<file path="src/rtl/spchan_pkg.sv">
`timescale 1ns/1ps
// Shared types for the serial channel.
// Assumes: buffer fill is reported as a two-bit code; the value 2'b01 is unused.
package spchan_pkg;

    typedef enum logic [1:0] {
        FILL_NONE = 2'b00,
        FILL_PART = 2'b10,
        FILL_FULL = 2'b11
    } fill_code_e;

endpackage

</file>
<file path="src/rtl/spchan_fifo.sv">
`timescale 1ns/1ps
// Word buffer between the shift register and the host.
// Circular storage with read/write pointers and an occupancy counter.
// When ovw_en is set, a push into a full buffer replaces the oldest word.
// Assumes: flush has priority over every other request in its cycle.
module spchan_fifo #(
    parameter int W     = 8,
    parameter int DEPTH = 2
) (
    input  logic                           clk,
    input  logic                           rst_n,
    input  logic                           flush,
    input  logic                           push,
    input  logic                           pop,
    input  logic                           ovw_en,
    input  logic [W-1:0]                   din,
    output logic [W-1:0]                   head,
    output logic [$clog2(DEPTH+1)-1:0]     count,
    output logic                           empty,
    output logic                           full
);
    localparam int PW = (DEPTH > 1) ? $clog2(DEPTH) : 1;
    localparam int CW = $clog2(DEPTH + 1);

    logic [W-1:0]  mem [DEPTH];
    logic [PW-1:0] rptr, wptr;
    logic          pop_ok, wr_fire, drop;

    // Advance a pointer with wrap at DEPTH.
    function automatic logic [PW-1:0] step_ptr(input logic [PW-1:0] p);
        return (p == PW'(DEPTH - 1)) ? '0 : p + PW'(1);
    endfunction

    assign empty   = (count == '0);
    assign full    = (count == CW'(DEPTH));
    assign pop_ok  = pop && !empty;
    assign wr_fire = push && (!full || pop_ok || ovw_en);
    assign drop    = wr_fire && full && !pop_ok;
    assign head    = mem[rptr];

    // One register per entry, written when the write pointer selects it.
    for (genvar e = 0; e < DEPTH; e++) begin : g_entry
        always_ff @(posedge clk) begin
            if (!rst_n)
                mem[e] <= '0;
            else if (!flush && wr_fire && wptr == PW'(e))
                mem[e] <= din;
        end
    end

    // Pointer and occupancy update.
    always_ff @(posedge clk) begin
        if (!rst_n || flush) begin
            rptr  <= '0;
            wptr  <= '0;
            count <= '0;
        end else begin
            if (wr_fire)
                wptr <= step_ptr(wptr);
            if (pop_ok || drop)
                rptr <= step_ptr(rptr);
            count <= count + CW'(wr_fire && !drop) - CW'(pop_ok);
        end
    end

endmodule

</file>
<file path="src/rtl/spchan_shifter.sv">
`timescale 1ns/1ps
// Serial shift register and framing for the channel.
// Counts bits within a word. In transmit it loads a word at each word
// start; in receive it assembles a word and offers it after the last bit.
// It also reports underflow and overflow events.
// Assumes: all serial activity happens in cycles with bit_tick high, and
// flush is high for exactly the cycle in which a mode input changes.
module spchan_shifter #(
    parameter int W           = 8,
    parameter int REPEAT_LAST = 1
) (
    input  logic         clk,
    input  logic         rst_n,
    input  logic         flush,
    input  logic         tx_mode,
    input  logic         fs_req,
    input  logic         bit_tick,
    input  logic         fs_in,
    input  logic         sd_in,
    input  logic         buf_empty,
    input  logic         buf_full,
    input  logic [W-1:0] buf_head,
    input  logic         host_pop,
    output logic         take_word,
    output logic         give_word,
    output logic [W-1:0] rx_word,
    output logic         err_evt,
    output logic         sd_out
);
    localparam int BW = $clog2(W);

    logic [W-1:0]  sreg;
    logic [BW-1:0] pos;
    logic          busy;
    logic          start, last_bit;
    logic [W-1:0]  fill, load_word;

    // Word start: a frame-sync tick, or any tick while idle in free-running mode.
    assign start    = bit_tick && (fs_req ? fs_in : !busy);
    // The tick that handles the final bit of the current word.
    assign last_bit = bit_tick && busy && !start && (pos == BW'(W - 1));

    assign take_word = tx_mode && start && !buf_empty;
    assign give_word = !tx_mode && last_bit;
    assign rx_word   = {sreg[W-2:0], sd_in};
    assign load_word = buf_empty ? fill : buf_head;

    // Underflow in transmit; overflow at frame-sync or at completion in receive.
    always_comb begin
        if (tx_mode)
            err_evt = start && buf_empty;
        else if (fs_req)
            err_evt = start && buf_full;
        else
            err_evt = last_bit && buf_full && !host_pop;
    end

    // Word used on underflow: the last word sent, or all zeros.
    if (REPEAT_LAST != 0) begin : g_repeat
        logic [W-1:0] last_sent;
        // Remember each word loaded for transmission.
        always_ff @(posedge clk) begin
            if (!rst_n || flush)
                last_sent <= '0;
            else if (tx_mode && start)
                last_sent <= load_word;
        end
        assign fill = last_sent;
    end else begin : g_zero
        assign fill = '0;
    end

    // Bit counter, shift register and serial output.
    always_ff @(posedge clk) begin
        if (!rst_n || flush) begin
            busy   <= 1'b0;
            pos    <= '0;
            sreg   <= '0;
            sd_out <= 1'b0;
        end else if (bit_tick) begin
            if (start) begin
                busy <= 1'b1;
                pos  <= BW'(1);
                if (tx_mode) begin
                    sd_out <= load_word[W-1];
                    sreg   <= {load_word[W-2:0], 1'b0};
                end else begin
                    sreg <= {{(W-1){1'b0}}, sd_in};
                end
            end else if (busy) begin
                if (pos == BW'(W - 1)) begin
                    busy <= 1'b0;
                    pos  <= '0;
                end else begin
                    pos <= pos + BW'(1);
                end
                if (tx_mode) begin
                    sd_out <= sreg[W-1];
                    sreg   <= {sreg[W-2:0], 1'b0};
                end else begin
                    sreg <= {sreg[W-2:0], sd_in};
                end
            end else begin
                sd_out <= 1'b0;
            end
        end
    end

endmodule

</file>
<file path="src/rtl/spchan_status.sv">
`timescale 1ns/1ps
// Sticky error flag and fill-code encoder.
// Assumes: an error event wins over a clear in the same cycle; flush wins over both.
module spchan_status #(
    parameter int DEPTH = 2
) (
    input  logic                       clk,
    input  logic                       rst_n,
    input  logic                       flush,
    input  logic                       err_evt,
    input  logic                       err_clr,
    input  logic [$clog2(DEPTH+1)-1:0] count,
    output logic                       err_flag,
    output logic [1:0]                 buf_stat
);
    import spchan_pkg::*;
    localparam int CW = $clog2(DEPTH + 1);

    fill_code_e code;

    // Map occupancy to the two-bit fill code.
    always_comb begin
        if (count == '0)
            code = FILL_NONE;
        else if (count == CW'(DEPTH))
            code = FILL_FULL;
        else
            code = FILL_PART;
    end
    assign buf_stat = code;

    // Sticky error flag.
    always_ff @(posedge clk) begin
        if (!rst_n || flush)
            err_flag <= 1'b0;
        else if (err_evt)
            err_flag <= 1'b1;
        else if (err_clr)
            err_flag <= 1'b0;
    end

endmodule

</file>
<file path="src/rtl/spchan_top.sv">
`timescale 1ns/1ps
// Direction-switchable serial channel with buffer status.
// Connects the word buffer, the shifter and the status logic. The direction
// input decides which side fills the buffer and which side drains it.
// Assumes: bit_tick, fs_in and sd_in are synchronous to clk; a change of
// dir_tx or fs_req flushes the channel for one cycle.
module spchan_top #(
    parameter int WORD_W      = 8,
    parameter int BUF_DEPTH   = 2,
    parameter int REPEAT_LAST = 1
) (
    input  logic              clk,
    input  logic              rst_n,
    input  logic              dir_tx,
    input  logic              fs_req,
    input  logic              bit_tick,
    input  logic              fs_in,
    input  logic              sd_in,
    output logic              sd_out,
    input  logic              wr_en,
    input  logic [WORD_W-1:0] wr_data,
    input  logic              rd_en,
    output logic [WORD_W-1:0] rd_data,
    input  logic              err_clr,
    output logic [1:0]        buf_stat,
    output logic              err_flag
);
    localparam int CW = $clog2(BUF_DEPTH + 1);

    logic              dir_q, fsreq_q, flush;
    logic              tick_g, wr_g, rd_g;
    logic              f_push, f_pop, f_empty, f_full;
    logic [CW-1:0]     f_count;
    logic [WORD_W-1:0] f_din, f_head;
    logic              s_take, s_give, s_err;
    logic [WORD_W-1:0] s_word;

    // Hold the previous mode inputs to detect a change.
    always_ff @(posedge clk) begin
        dir_q   <= dir_tx;
        fsreq_q <= fs_req;
    end

    assign flush  = (dir_tx != dir_q) || (fs_req != fsreq_q);
    assign tick_g = bit_tick && !flush;
    assign wr_g   = wr_en && dir_tx && !flush;
    assign rd_g   = rd_en && !dir_tx && !flush;

    assign f_push = dir_tx ? wr_g : s_give;
    assign f_pop  = dir_tx ? s_take : rd_g;
    assign f_din  = dir_tx ? wr_data : s_word;
    assign rd_data = f_head;

    spchan_fifo #(.W(WORD_W), .DEPTH(BUF_DEPTH)) u_fifo (
        .clk    (clk),
        .rst_n  (rst_n),
        .flush  (flush),
        .push   (f_push),
        .pop    (f_pop),
        .ovw_en (!dir_tx),
        .din    (f_din),
        .head   (f_head),
        .count  (f_count),
        .empty  (f_empty),
        .full   (f_full)
    );

    spchan_shifter #(.W(WORD_W), .REPEAT_LAST(REPEAT_LAST)) u_shift (
        .clk       (clk),
        .rst_n     (rst_n),
        .flush     (flush),
        .tx_mode   (dir_tx),
        .fs_req    (fs_req),
        .bit_tick  (tick_g),
        .fs_in     (fs_in),
        .sd_in     (sd_in),
        .buf_empty (f_empty),
        .buf_full  (f_full),
        .buf_head  (f_head),
        .host_pop  (rd_g),
        .take_word (s_take),
        .give_word (s_give),
        .rx_word   (s_word),
        .err_evt   (s_err),
        .sd_out    (sd_out)
    );

    spchan_status #(.DEPTH(BUF_DEPTH)) u_stat (
        .clk      (clk),
        .rst_n    (rst_n),
        .flush    (flush),
        .err_evt  (s_err),
        .err_clr  (err_clr),
        .count    (f_count),
        .err_flag (err_flag),
        .buf_stat (buf_stat)
    );

endmodule

</file>
<file path="config.mk">
export PLATFORM = sky130hd
export DESIGN_NAME = spchan_top
export DESIGN_NICKNAME = d
export VERILOG_FILES = /design/src/rtl/spchan_pkg.sv /design/src/rtl/spchan_fifo.sv /design/src/rtl/spchan_shifter.sv /design/src/rtl/spchan_status.sv /design/src/rtl/spchan_top.sv
export SDC_FILE = /design/constraint.sdc
export NUM_CORES = 1
export LEC_CHECK = 0
export BUFFER_PORTS_ARGS = -buffer_cell sky130_fd_sc_hd__buf_2
export CORE_AREA = 2 2 70 72
export CTS_BUF_LIST = sky130_fd_sc_hd__clkbuf_2 sky130_fd_sc_hd__clkbuf_4 sky130_fd_sc_hd__clkbuf_8
export DETAILED_ROUTE_END_ITERATION = 16
export DIE_AREA = 0 0 72 74
export HOLD_SLACK_MARGIN = 0.02
export PLACE_DENSITY = 0.71
export RECOVER_POWER = 50
export SYNTH_ARGS = -nofsm -noshare
export SYNTH_HDL_FRONTEND = slang
export SYNTH_SLANG_ARGS = --single-unit
</file>
<file path="constraint.sdc">
create_clock -name clk -period 3.7 [get_ports clk]
set_input_delay 0.185 -clock clk [delete_from_list [all_inputs] [get_ports clk]]
set_output_delay 0.185 -clock clk [all_outputs]
set_load 0.02 [all_outputs]
</file>
==> reports/results.ini, run 1 <==
[yosys]
sequential_fraction_of_the_synthesis_area_pct=46.5
post-synth-top-area-cell=dfxtp_1
yosys_register_bits=45
yosysTopAreaCellShare_pct=25.4
parity_gate_share_of_the_synthesized_area_counting_xor_and_xnor_cells_pct=2.19
synthesized_area_mm2=0.00228
mappedNetlistNets=273
synth.yosys.warnings=0
dominant_combinational_cell_family_by_area_after_synthesis=simple AND/OR/NAND/NOR gates
syn_inst=251
postSynth.topFlopCell=dfxtp_1
synth.distinct_cells=43
synth-adder-area-share_pct=2.19
post_synth.cell_area_avg_um2=9.10
synth-compound-area-share_pct=16.2
number_of_enable_type_register_cells_in_the_synthesized_netlist=16
synth_simple_gate_area_share_pct=20.8
synth.area.mux_share_pct=8.33
synth.top_cells.by_area=dfxtp_1 25%, edfxtp_1 21%, o21ai_0 5.9%
synth-async-reset-ratio_pct=0

[detailed_routing]
first_iter_violations=171
drt_pre_antenna_iters=4
detail_route.wirelength.met1_um=2330
wl_met3_um=420
wl_met2_um=2600
ant_nets=0
dr_total_vias=1959
wirelength_um=5430
remaining_drc_errors=0
viasPerCell=5.92
maxUsedRoutingLayer=met4
drt-wirelength-per-cell_um=16.4

[worst_setup_path]
worstSetupStartpoint=dir_tx
r2r_setup_slack_ns=1.13
timing.critical_path.fanout_max=19
rr_worst_depth=11
timing.setup.critical_path_class=input pin to flop
type_of_element_capturing_the_critical_path=flop
critical_path_required_ns=3.85
r2r_start=fsreq_q
arrival_ns=3.02
crit-reg2reg-capture=u_fifo.count[1]
start_kind=input pin

[placed_design]
pre_cts_slack_ns=1.19
gp_routability_congestion=0.877
detailed_place.area_mm2=0.00245
place.detailed.hpwl_um=3840
place.port_buffers=29

[layout]
filler_cells_inserted=440
finalNetCount=299
syn_to_final_growth_pct=11.2
diodes=0
layout-drive-gt1-share_pct=13.7
post-route-cell-area_mm2=0.00254

[sta]
fin_hold_ws_ns=0.156
finClkSkew_ns=0.00598
fmax_ghz=0.348
rel_slew_slack_pct=29.4
grt_setup_unrepaired=false
fin_tns_setup_ns=0
setup_viol=0
final-hold-violation-count=0
timing.final.crit_share_pct=77.6
slew_violations=0
timing.final.crit_period_ns=2.87
finalWorstSetupSlack_ns=0.827
tightest_slew_ns=1.06

[power_and_ir_drop]
peakVddDrop_mv=0.198
power_density_mw_per_mm2=388
leakage_nw=0.952

[job]
max_cap_violations=0

[clock_tree]
post_cts_clock_slew_at_the_launch_and_capture_registers_of_the_worst_setup_and_hold_paths_ns=0.08
cts.sinks=45
cts_root_buf=clkbuf_8
clk_latency_ns=0.30
postCtsResizedCells=0
cts_made_buffers=5
cts_max_path_buffers=2
cts_tree=yes
cts.hold.buffers_added=0
post_cts_buffers=0
cts_htree_levels=2

[die]
placeableCoreArea_mm2=0.00460
die-height_um=74
design.die.area_mm2=0.00533
initial_utilization_pct=49.7
io_pins=30
fp.dieW_um=72
placementRows=25

[grt]
maximum_number_of_pins_on_one_net_before_global_route_repair=28
antenna_found_initial=0
number_of_global_route_vias_before_repair=1802
globalRoute.totalOverflow=0
gr-usage-all-layers_pct=21.4
grt_first_pass_wirelength_um=8620

[min_path]
min_from=fs_req
worst_hold_path_type=input pin to flop
hold_end=fsreq_q
hold_depth=1

[outcome]
status=finished, final reports clean

==> through the flow <==
step	power [W]	util, %	cells
after floorplan	0.000606	-	251
after global placement	0.000638	53.4	324
after detailed placement	0.000640	53.4	324
after CTS	0.000992	55.6	331
after global routing	0.00102	55.2	331
final	0.000985	55.2	331
==> synthesized netlist by cell type, types with 2 or more instances <==
cell	instances
o22ai_1	2
a31oi_1	8
and3_1	3
or3_1	2
xnor2_2	2
nor2b_1	3
nor3_1	10
mux2i_1	10
buf_2	4
clkbuf_1	7
a21oi_1	15
inv_1	7
dfxtp_1	29
nor2_1	35
ha_1	4
nand2_1	24
and2_1	3
nand3_1	2
o21ai_0	27
mux2_2	8
edfxtp_1	16
nor4_1	9
==> state kept, by name, summed over array words and instances, names as in the netlist, named ones only <==
| name | cells |
|---|---|
| u_shift.sd_out | 1 |
| fsreq_q | 1 |
| u_shift.sreg | 8 |
| u_fifo.mem | 16 |
| u_shift.pos | 3 |
| u_fifo.rptr | 1 |
| u_fifo.wptr | 1 |
| u_shift.busy | 1 |
| u_fifo.count | 2 |
| u_shift.fill | 8 |
| dir_q | 1 |
| u_stat.err_flag | 1 |
==> kinds of logic after synthesis <==
group / count (synthesis)
mux: 18
fa+ha+maj: 4
compound gates: 61
buf+inv: 20
flops: 45
simple gates: 99
xor+xnor: 4
==> power by group <==
part           leakage (nW)   total, W  switching [W]  internal [W]
Sequential            0.400   0.000527     0.00000547      0.000521
Combinational         0.498  0.0000995      0.0000680     0.0000314
Clock                0.0540   0.000359       0.000163      0.000196
==> cells in the final DEF, fill, tap and decap left out, drive strengths merged, types with 10 or more instances in the layout <==
master  synthesis  final
nor3           10     10
buf             5     26
mux2i          10     10
nand2          24     24
nor2           36     36
edfxtp         16     16
dfxtp          29     29
a21oi          15     15
clkbuf          7     10
o21ai          28     28
==> worst max path at each step <==
stage	endpoint	slack [ns]	cells after the start
finish	u_fifo.count[1]	0.83	10
floorplan	u_fifo.mem[0][0]	1.40	7
CTS	u_fifo.count[1]	1.21	9
global placement	u_fifo.count[1]	1.29	12
detailed placement	u_fifo.count[1]	1.19	10
global route	u_fifo.count[1]	0.57	10
==> metal layers <==
layer	GRT usage, %	vias to the layer above
li1	-	957
met1	26.3	927
met2	36.5	69
met3	5.56	6
met4	8.18	0
met5	0	-
==> cell type report <==
cell class	instances	area (um2)	share of cell area (%)
Sequential cell	45	1060	41.8
Tap cell	54	67.6	2.66
Multi-Input combinational cell	186	1120	44.2
Clock inverter	2	35.0	1.38
Clock buffer	5	68.8	2.71
Inverter	8	30.0	1.18
Timing Repair Buffer	31	154	6.06
==> critical path: stages <==
cell      delay, ns
clkbuf_1       0.76
xnor2_1        0.28
nand3_1        0.46
o211ai_2       0.19
a21boi_4       0.48
a21oi_1        0.09
ha_1           0.21
xor2_1         0.15
xnor2_1        0.15
nor2_1         0.06
No activity file was read; power rests on OpenSTA's default activity.
==> inputs of run 2 (changes only) <==
==> constraint.sdc (replaced) <==
create_clock -name clk -period 2.88 [get_ports clk]
set_input_delay 0.144 -clock clk [delete_from_list [all_inputs] [get_ports clk]]
set_output_delay 0.144 -clock clk [all_outputs]
set_load 0.02 [all_outputs]
==> run 2 against run 1 <==
Sequential power increased by 28%. Highest routed layer unchanged. Largest cell class unchanged. Combinational power increased by 32%. Register-to-register slack got worse by 0.67 ns. Clock skew about the same. Worst setup slack got worse by 0.40 ns. First-iteration DRC count decreased by 31%. Core utilization about the same. Wire length decreased by 1.1%. Non-clock buffer count increased by 4. Final cell count increased by 1.5%. Critical endpoint is now u_fifo.mem[0][7].
==> reports/results.ini, run 2 (synthesis results as in run 1) <==
[min_path]
worst_hold_path_type=input pin to flop
min_from=fs_req
hold_end=fsreq_q
hold_depth=1  ; unchanged

[outcome]
status=finished, final reports clean

[detailed_routing]
dr_total_vias=1931  ; -1.4%
wirelength_um=5370  ; -1.1%
drt-wirelength-per-cell_um=16.0  ; -2.5%
viasPerCell=5.75  ; -2.9%
remaining_drc_errors=0  ; unchanged
ant_nets=0  ; unchanged
first_iter_violations=118  ; -31%
drt_pre_antenna_iters=4  ; unchanged

[placed_design]
dp.cells=328  ; +1.2%
gp_routability_congestion=0.935  ; +6.5%
place.detailed.hpwl_um=3850  ; +0.30%
place.port_buffers=29  ; unchanged
detailed_place.area_mm2=0.00248  ; +1.2%
pre_cts_slack_ns=0.574  ; -0.619 ns

[clock_tree]
post_cts_buffers=0  ; unchanged
cts_tree=yes
post_cts_clock_slew_at_the_launch_and_capture_registers_of_the_worst_setup_and_hold_paths_ns=0.08  ; about the same
clk_latency_ns=0.30  ; about the same
cts_root_buf=clkbuf_8
cts_made_buffers=5  ; unchanged
cts.sinks=45  ; unchanged
cts_htree_levels=2  ; unchanged
cts.hold.buffers_added=0  ; unchanged
cts_max_path_buffers=2  ; unchanged
postCtsResizedCells=0  ; unchanged

[die]
placementRows=25  ; unchanged
io_pins=30  ; unchanged
placeableCoreArea_mm2=0.00460  ; unchanged
design.die.area_mm2=0.00533  ; unchanged
die-height_um=74  ; unchanged
initial_utilization_pct=49.7  ; unchanged
fp.dieW_um=72  ; unchanged

[worst_setup_path]
timing.critical_path.fanout_max=18  ; -1
arrival_ns=2.46  ; -0.56 ns
crit-reg2reg-capture=u_fifo.mem[0][7]
r2r_start=fsreq_q
timing.setup.critical_path_class=input pin to flop
type_of_element_capturing_the_critical_path=flop
start_kind=input pin
r2r_setup_slack_ns=0.46  ; -0.67 ns
critical_path_required_ns=2.89  ; -0.96 ns
rr_worst_depth=7  ; -4

[layout]
filler_cells_inserted=428  ; -2.7%
mostFrequentLayoutCell=nor2_1
syn_to_final_growth_pct=11.1  ; about the same
layout-drive-gt1-share_pct=14.2  ; +0.47 points
diodes=0  ; unchanged
register_with_the_most_flip_flops=u_fifo.mem
final_cell_count_no_fill=336  ; +1.5%
post-route-cell-area_mm2=0.00254  ; about the same
finalNetCount=303  ; +1.3%
final_cell_mix=35 x nor2_1, 29 x dfxtp_1, 27 x o21ai_0, 25 x buf_2, 24 x nand2_1
largest_register_ff_count=16  ; unchanged

[sta]
tightest_slew_ns=0.918  ; -0.141 ns
setup_viol=0  ; unchanged
rel_slew_slack_pct=38.8  ; +9.4 points
finalWorstSetupSlack_ns=0.428  ; -0.399 ns
grt_setup_unrepaired=false
finClkSkew_ns=0.00583  ; -0.000152 ns
final-hold-violation-count=0  ; unchanged
fin_tns_setup_ns=0  ; unchanged
fin_hold_ws_ns=0.128  ; -0.0280 ns
fmax_ghz=0.408
timing.final.crit_share_pct=85.1
slew_violations=0  ; unchanged
timing.final.crit_period_ns=2.45

[grt]
number_of_global_route_vias_before_repair=1942  ; +7.8%
maximum_number_of_pins_on_one_net_before_global_route_repair=19  ; -32%
grt_first_pass_wirelength_um=8920  ; +3.5%
gr-usage-all-layers_pct=21.9  ; +0.46 points
antenna_found_initial=0  ; unchanged
globalRoute.totalOverflow=0  ; unchanged

[power_and_ir_drop]
power_density_mw_per_mm2=469  ; +21%
peakVddDrop_mv=0.238  ; +20%
leakage_nw=0.949  ; -0.28%

[job]
max_cap_violations=0  ; unchanged

==> run 2: through the flow <==
| step | utilization [%] | total power [W] |
|---|---|---|
| floorplan | - | 0.000779 |
| global placement | 54.0 | 0.000823 |
| detailed placement | 54.0 | 0.000826 |
| CTS | 55.9 | 0.00120 |
| global route | 55.2 | 0.00124 |
| finish | 55.2 | 0.00119 |
==> run 2: worst max path at each step <==
stage | startpoint | end | slack (ns) | depth (start not counted)
2_1_floorplan | u_shift.pos[0] | u_fifo.mem[0][0] | 0.58 | 7
3_3_place_gp | fs_req | u_fifo.count[1] | 0.67 | 12
3_5_place_dp | fsreq_q | u_fifo.count[1] | 0.57 | 11
4_1_cts | fsreq_q | u_fifo.count[1] | 0.57 | 11
5_1_grt | dir_tx | u_fifo.count[1] | 0.19 | 10
6_report | dir_tx | u_fifo.mem[0][7] | 0.43 | 8
==> run 2: layout make-up <==
| cell class | instances | area, um2 | area share, % |
|---|---|---|---|
| Tap cell | 54 | 67.6 | 2.66 |
| Clock buffer | 5 | 68.8 | 2.71 |
| Timing Repair Buffer | 35 | 174 | 6.85 |
| Multi-Input combinational cell | 186 | 1120 | 44.1 |
| Inverter | 8 | 30.0 | 1.18 |
| Clock inverter | 3 | 17.5 | 0.690 |
| Sequential cell | 45 | 1060 | 41.8 |
==> run 2: report_power, final <==
part	switching, W	leakage [nW]	internal, W
clock	0.000214	0.0455	0.000168
sequential	0.00000737	0.400	0.000670
combinational	0.0000887	0.504	0.0000424
==> run 2: layer usage <==
metal	global-route usage, %	part of all wire [%]
met1	27.9	46
met2	36.8	48
met3	4.74	5.9
met5	0	0
met4	8.39	0.74
==> run 2: critical path: stages <==
cell and delay [ns]:
buf_2 0.11, clkbuf_1 0.69, o21ai_2 0.33, o211ai_1 0.36
a21boi_0 0.21, buf_4 0.24, o21ai_0 0.16, buf_4 0.20
